===== src/rtl/itimer_pkg.sv =====
package itimer_pkg;
  localparam int ADDR_W = 3;

  typedef enum logic [ADDR_W-1:0] {
    REG_STAT    = 3'd0,
    REG_CTRL    = 3'd1,
    REG_PER_LO  = 3'd2,
    REG_PER_HI  = 3'd3,
    REG_SNAP_LO = 3'd4,
    REG_SNAP_HI = 3'd5
  } reg_addr_e;

  // control bit positions
  localparam int CTL_IE    = 0;
  localparam int CTL_CONT  = 1;
  localparam int CTL_START = 2;
  localparam int CTL_STOP  = 3;

  // status bit positions
  localparam int ST_TO  = 0;
  localparam int ST_RUN = 1;
endpackage


===== src/rtl/itimer_counter.sv =====
module itimer_counter #(
  parameter int CNT_W = 32
) (
  input  logic             clk,
  input  logic             rst_n,
  input  logic             load,
  input  logic [CNT_W-1:0] load_val,
  input  logic             run,
  input  logic             cont,
  input  logic [CNT_W-1:0] period,
  output logic [CNT_W-1:0] cnt,
  output logic             done
);
  localparam logic [CNT_W-1:0] ONE = CNT_W'(1);

  logic at_zero;
  assign at_zero = (cnt == '0);
  // terminal event: running at zero, not overridden by a period load
  assign done    = run && at_zero && !load;

  always_ff @(posedge clk) begin
    if (!rst_n) begin
      cnt <= '0;
    end else if (load) begin
      cnt <= load_val;
    end else if (run) begin
      if (!at_zero)  cnt <= cnt - ONE;
      else if (cont) cnt <= period;
    end
  end
endmodule


===== src/rtl/itimer_regfile.sv =====
module itimer_regfile
  import itimer_pkg::*;
#(
  parameter int CNT_W  = 32,
  parameter int HALF_W = 16,
  parameter int DATA_W = 32
) (
  input  logic              clk,
  input  logic              rst_n,
  input  logic              bus_wen,
  input  logic [ADDR_W-1:0] bus_addr,
  input  logic [DATA_W-1:0] bus_wdata,
  output logic [DATA_W-1:0] bus_rdata,
  input  logic [CNT_W-1:0]  cnt,
  input  logic              done,
  output logic [CNT_W-1:0]  period,
  output logic [CNT_W-1:0]  load_val,
  output logic              per_wr,
  output logic              run,
  output logic              to_flag,
  output logic              ie,
  output logic              cont,
  output logic [CNT_W-1:0]  snap
);
  localparam int NHALF = CNT_W / HALF_W;

  logic [NHALF-1:0][HALF_W-1:0] per_q, per_next, snap_h;
  logic [NHALF-1:0]             per_hit;
  logic stat_wr, ctrl_wr, snap_wr, start_cmd, stop_cmd;

  assign stat_wr   = bus_wen && (bus_addr == REG_STAT);
  assign ctrl_wr   = bus_wen && (bus_addr == REG_CTRL);
  assign snap_wr   = bus_wen && (bus_addr == REG_SNAP_LO);
  assign start_cmd = ctrl_wr && bus_wdata[CTL_START];
  assign stop_cmd  = ctrl_wr && bus_wdata[CTL_STOP];

  logic unused_wdata;
  assign unused_wdata = ^bus_wdata[DATA_W-1:HALF_W];

  // one period half register per slice
  for (genvar h = 0; h < NHALF; h++) begin : g_per
    assign per_hit[h]  = bus_wen && (bus_addr == ADDR_W'(REG_PER_LO + h));
    assign per_next[h] = per_hit[h] ? bus_wdata[HALF_W-1:0] : per_q[h];
    assign snap_h[h]   = snap[h*HALF_W +: HALF_W];

    always_ff @(posedge clk) begin
      if (!rst_n) per_q[h] <= '0;
      else        per_q[h] <= per_next[h];
    end
  end

  assign per_wr   = |per_hit;
  assign period   = per_q;
  assign load_val = per_next;

  always_ff @(posedge clk) begin
    if (!rst_n) begin
      ie      <= 1'b0;
      cont    <= 1'b0;
      run     <= 1'b0;
      to_flag <= 1'b0;
      snap    <= '0;
    end else begin
      if (ctrl_wr) begin
        ie   <= bus_wdata[CTL_IE];
        cont <= bus_wdata[CTL_CONT];
      end
      // halt commands outrank start; start outranks a one-shot finish
      if (per_wr || stop_cmd)  run <= 1'b0;
      else if (start_cmd)      run <= 1'b1;
      else if (done && !cont)  run <= 1'b0;

      if (done)         to_flag <= 1'b1;
      else if (stat_wr) to_flag <= 1'b0;

      if (snap_wr) snap <= cnt;
    end
  end

  always_comb begin
    bus_rdata = '0;
    unique case (bus_addr)
      REG_STAT: begin
        bus_rdata[ST_TO]  = to_flag;
        bus_rdata[ST_RUN] = run;
      end
      REG_CTRL: begin
        bus_rdata[CTL_IE]   = ie;
        bus_rdata[CTL_CONT] = cont;
      end
      default: begin
        for (int h = 0; h < NHALF; h++) begin
          if (bus_addr == ADDR_W'(REG_PER_LO + h))
            bus_rdata[HALF_W-1:0] = per_q[h];
          if (bus_addr == ADDR_W'(REG_SNAP_LO + h))
            bus_rdata[HALF_W-1:0] = snap_h[h];
        end
      end
    endcase
  end
endmodule


===== src/rtl/itimer_top.sv =====
module itimer_top
  import itimer_pkg::*;
#(
  parameter int CNT_W  = 32,
  parameter int HALF_W = 16,
  parameter int DATA_W = 32
) (
  input  logic              clk,
  input  logic              rst_n,
  input  logic              bus_wen,
  input  logic [2:0]        bus_addr,
  input  logic [DATA_W-1:0] bus_wdata,
  output logic [DATA_W-1:0] bus_rdata,
  output logic              irq
);
  logic [CNT_W-1:0] cnt, period, load_val, snap;
  logic per_wr, run, to_flag, ie, cont, done;

  itimer_regfile #(.CNT_W(CNT_W), .HALF_W(HALF_W), .DATA_W(DATA_W)) u_regs (
    .clk      (clk),
    .rst_n    (rst_n),
    .bus_wen  (bus_wen),
    .bus_addr (bus_addr),
    .bus_wdata(bus_wdata),
    .bus_rdata(bus_rdata),
    .cnt      (cnt),
    .done     (done),
    .period   (period),
    .load_val (load_val),
    .per_wr   (per_wr),
    .run      (run),
    .to_flag  (to_flag),
    .ie       (ie),
    .cont     (cont),
    .snap     (snap)
  );

  itimer_counter #(.CNT_W(CNT_W)) u_cnt (
    .clk     (clk),
    .rst_n   (rst_n),
    .load    (per_wr),
    .load_val(load_val),
    .run     (run),
    .cont    (cont),
    .period  (period),
    .cnt     (cnt),
    .done    (done)
  );

  assign irq = to_flag & ie;
endmodule


===== config.mk =====
export PLATFORM = sky130hd
export DESIGN_NAME = itimer_top
export DESIGN_NICKNAME = d
export VERILOG_FILES = /design/src/rtl/itimer_pkg.sv /design/src/rtl/itimer_counter.sv /design/src/rtl/itimer_regfile.sv /design/src/rtl/itimer_top.sv
export SDC_FILE = /design/constraint.sdc
export NUM_CORES = 1
export LEC_CHECK = 0
export ABC_AREA = 1
export BUFFER_PORTS_ARGS = -buffer_cell sky130_fd_sc_hd__buf_2
export CAP_MARGIN = 5
export CELL_PAD_IN_SITES_DETAIL_PLACEMENT = 0
export CELL_PAD_IN_SITES_GLOBAL_PLACEMENT = 1
export CORE_ASPECT_RATIO = 1.25
export CORE_MARGIN = 2
export CORE_UTILIZATION = 33
export CTS_BUF_LIST = sky130_fd_sc_hd__clkbuf_4 sky130_fd_sc_hd__clkbuf_8
export CTS_CLUSTER_DIAMETER = 80
export DETAILED_ROUTE_END_ITERATION = 8
export PLACE_DENSITY = 0.68
export SETUP_SLACK_MARGIN = 0.3
export SLEW_MARGIN = 20
export SYNTH_ARGS = -nofsm -noshare
export SYNTH_HDL_FRONTEND = slang
export SYNTH_SLANG_ARGS = --single-unit

===== constraint.sdc =====
create_clock -name clk -period 4.21 [get_ports clk]
set_clock_uncertainty 0.15 [all_clocks]
set_input_delay 1.0525 -clock clk [delete_from_list [all_inputs] [get_ports clk]]
set_output_delay 1.0525 -clock clk [all_outputs]
set_load 0.02 [all_outputs]

==> results.md <==
Floorplan:
- The floorplan step set the die width to 123 um.
- The starting density of the core is 0.335.
- The area of the core is 17400 sq um.
- The height of the die is between 150 and 200 um.
- The floorplan step defined a die boundary enclosing approximately 19000 sq um.
- The I/O pin total is 71.
- The number of rows created at floorplan is 54.

Placement:
- Routability-driven placement finished with a final weighted congestion of ~0.94.
- The wire-length estimate of the detail-placed layout is around 15 mm.
- The total of buffers placed on input and output ports is 38.
- The placed instances occupy a cell area of between 6000 and 7000 sq um.

Synth:
- The cell accounting for the most synthesized area is sky130_fd_sc_hd__dfxtp_1.
- After synthesis, the share of flip-flops with an asynchronous set or reset is 0.
- The cell count after synthesis came out at between 900 and 1000.
- For this run, the register share of the synthesized area comes to 0.342.
- The number of storage elements in the synthesis netlist is 100.
- Ranked by total cell area, the synthesized netlist is headed by sky130_fd_sc_hd__dfxtp_1 (34%), sky130_fd_sc_hd__nand2_1 (13%), sky130_fd_sc_hd__nor2_1 (8.7%).
- The mapped netlist covers 5850 sq um.
- Yosys printed 0 warnings.
- The distinct cell type count of the synthesized netlist is 36.
- The most used flip-flop cell after synthesis is sky130_fd_sc_hd__dfxtp_1.
- The average cell area after synthesis is between 6 and 7 sq um.
- The share of synthesized area in the top cell type comes to 0.342.
- The number of enable-type register cells in the synthesized netlist is 0.

Power:
- The peak supply drop is between 200 and 250 uV.
- The static leakage is 2.92 nW.
- The power density of the placed cells is 549 nW/um^2.

Hold path:
- In this run the worst hold path is classified as flip-flop to flip-flop.
- In this run the most critical hold path is launched from u_regs.snap[16].
- The worst hold path was traced through 2 stages.

GRT:
- The final global-route overflow total is 0.
- The number of global-route vias before repair came to around 5400.
- Entering global routing, the biggest net connects 65 pins.
- The number of antenna violations at the first check in global routing is 0.
- Across every metal layer, demand over resource in global routing totals 0.224.
- The first global-routing pass estimated between 30 and 40 mm of wire.

CTS:
- After clock tree synthesis, the clock-pin slew on the worst setup and hold paths is 0.11 ns.
- Buffers added to address setup during post-CTS repair amount to 0.
- The number of buffers on the longest clock path is 2.
- Counting the buffers created by CTS gives 9.
- In this run, post-CTS hold repair placed 0 buffers.
- In this run the number of H-tree levels came out at 3.
- The cell sitting at the root of the clock tree is a sky130_fd_sc_hd__clkbuf_8.
- The number of gates resized after cts is 0.
- TritonCTS built the clock tree.
- The worst-skew pair later-pin latency is 0.38 ns.
- The number of clock sinks is 100.

Timing:
- The number of max-slew violations in the final report is 0.
- Setup violations remaining at the end of the flow were counted as 0.
- Based on the critical path, the design can be clocked at up to between 0.2 and 0.3 GHz.
- After routing, the total negative slack on setup checks comes to 0 ns.
- For the pin with the worst max-slew slack, the measured transition is roughly 0.92 ns.
- The fraction of the cycle the final worst path needs is 0.890.
- Setup repair after global routing left no endpoint under its margin.
- The worst pin sits at a relative slew slack of 0.385.
- After layout, the minimum clock period comes to about 3.7 ns.
- The hold violation count in the final report came to 0.

Layout:
- Compared with the post-synthesis result, the final layout area differs by 10.3%.
- Summing all non-filler instances in the final layout gives an area of approximately 6400 sq um.
- The top cell types in the final layout, fill and taps aside, are sky130_fd_sc_hd__nand2_1 (195), sky130_fd_sc_hd__nor2_1 (135), sky130_fd_sc_hd__dfxtp_1 (100).
- Measured on the finished design, the core utilization comes to 0.370.
- The fraction of layout instances using a drive strength above 1 is 0.113.
- The layout has slightly below 2000 filler cells.
- The antenna diode count is 0.
- The net count of the finished layout is between 900 and 1000.
- The most frequent standard cell in the layout excluding fill and tap cells is sky130_fd_sc_hd__nand2_1.

Setup path:
- The largest fanout on the critical path is 6.
- The category of the most critical setup path is input pin to output port.
- The delay of the slowest cell on the worst path is between 0.4 and 0.5 ns.
- In this run the critical register-to-register path is launched from u_cnt.cnt[0].
- The master of the slowest instance on the critical path is sky130_fd_sc_hd__a211oi_1.
- The category of the worst setup path launch point is an input pin.
- The worst setup path is captured at an output port.
- The required time of the worst setup path is ~3 ns.
- Traced cell by cell, the critical path runs through buf_2 -> inv_1 -> nand2_2 -> inv_1 -> buf_4 -> nand3_1 -> o21ai_0 -> a211oi_1 -> a21oi_1 -> buf_2.
- The arrival time at the worst endpoint is around 2.5 ns.
- The path depth of the worst reg2reg path is 9.
- Tracing the worst setup path back leads to its startpoint at bus_addr[2].

Detailed routing:
- Dividing the detail-routed wire length by the instance count gives 17.6 um.
- The number of search-and-repair iterations in the first detailed-routing pass is 5.
- The count of antenna-violating nets left after detailed routing is 0.
- The violation count after the first detailed-route iteration is about 430.
- In the routed layout, each cell is associated on average with a via count of between 5 and 6.
- Summing over every cut layer, the via total after detailed routing is 5935.
- The final wirelength is around 21 mm.
- In the routed design, unresolved DRC markers number 0.

Flow run:
- The count of maximum capacitance violations is 0.

Status:
- The flow ran to the end, and the final reports show no timing, DRC or antenna violations.
-- worst max-delay path: cells and delay by family --
kind / cells / cell delay [ns]
compound gates: 3 / 0.66
buf+inv: 5 / 0.63
simple gates: 2 / 0.19
-- cell usage after synthesis, types with 5 or more instances --
master and instances:
sky130_fd_sc_hd__a21oi_1 92, sky130_fd_sc_hd__o21ai_1 16, sky130_fd_sc_hd__nand2_2 6, sky130_fd_sc_hd__nor2_1 135, sky130_fd_sc_hd__o22ai_1 10, sky130_fd_sc_hd__o21ai_0 80
sky130_fd_sc_hd__nand4_1 8, sky130_fd_sc_hd__inv_1 97, sky130_fd_sc_hd__buf_4 20, sky130_fd_sc_hd__nor2_4 7, sky130_fd_sc_hd__clkbuf_1 23, sky130_fd_sc_hd__nand2_1 195
sky130_fd_sc_hd__dfxtp_1 100, sky130_fd_sc_hd__buf_2 12, sky130_fd_sc_hd__inv_2 5, sky130_fd_sc_hd__nand3_1 63, sky130_fd_sc_hd__nor2_2 9, sky130_fd_sc_hd__a211oi_1 18
-- sequential cells by signal (all words and copies together), names as in the netlist --
signal and count:
u_regs.ie 1, u_regs.to_flag 1, u_regs.period 32, u_regs.snap 32
u_regs.run 1, u_cnt.cnt 32, u_regs.cont 1
-- power by group --
part / leakage, nW / switching [mW] / internal [mW]
Clock: 0.111 / 0.379 / 0.349
Sequential: 0.812 / 0.0806 / 1.00
Combinational: 1.99 / 1.19 / 0.537
-- per-layer routing --
layer / GRT usage / wire (um) / vias to the layer above
met3: 0.0254 / 973 / 31
met5: 0 / 0 / -
met2: 0.352 / 9540 / 156
met4: 0.0790 / 620 / 0
li1: - / - / 3020
met1: 0.316 / 9730 / 2728
-- path summary, 6_finish.rpt --
path / to / slack [ns]
setup / recovery: bus_rdata[15] / 0.46
hold / removal: u_regs.snap[16] / 0.31
setup reg to reg: u_cnt.cnt[15] / 1.56
hold reg to reg: u_regs.snap[16] / 0.31
-- cell families (layout without fill, tap and decap cells) --
family          count (synthesis)  in the layout  share of synthesized area
other cells                     1             16                   0.000641
flops                         100            100                      0.342
buf+inv                       162            178                      0.122
fa+ha+maj                       2              2                    0.00428
compound gates                219            219                      0.199
xor+xnor                        7              7                     0.0105
simple gates                  437            437                      0.321
-- layout make-up --
cell class / instances / area, sq um / share of cell area
multi-input cells: 681 / 3190 / 0.495
flip-flops and latches: 100 / 2000 / 0.310
inverters: 103 / 387 / 0.0600
repair buffers: 59 / 360 / 0.0559
well taps: 224 / 280 / 0.0435
clock buffers: 10 / 131 / 0.0204
clock inverters: 6 / 93.8 / 0.0146
-- stage by stage --
step	worst slack, ns	instances	power [mW]	hold WS (ns)
after floorplan	0.796	943	2.38	0.274
after global placement	0.483	1167	2.83	0.286
after detailed placement	0.480	1167	2.82	0.288
after CTS	0.483	1183	3.55	0.305
after global routing	0.344	1183	3.82	0.322
final	0.465	1183	3.54	0.308
Power figures use the tool's default switching activity.
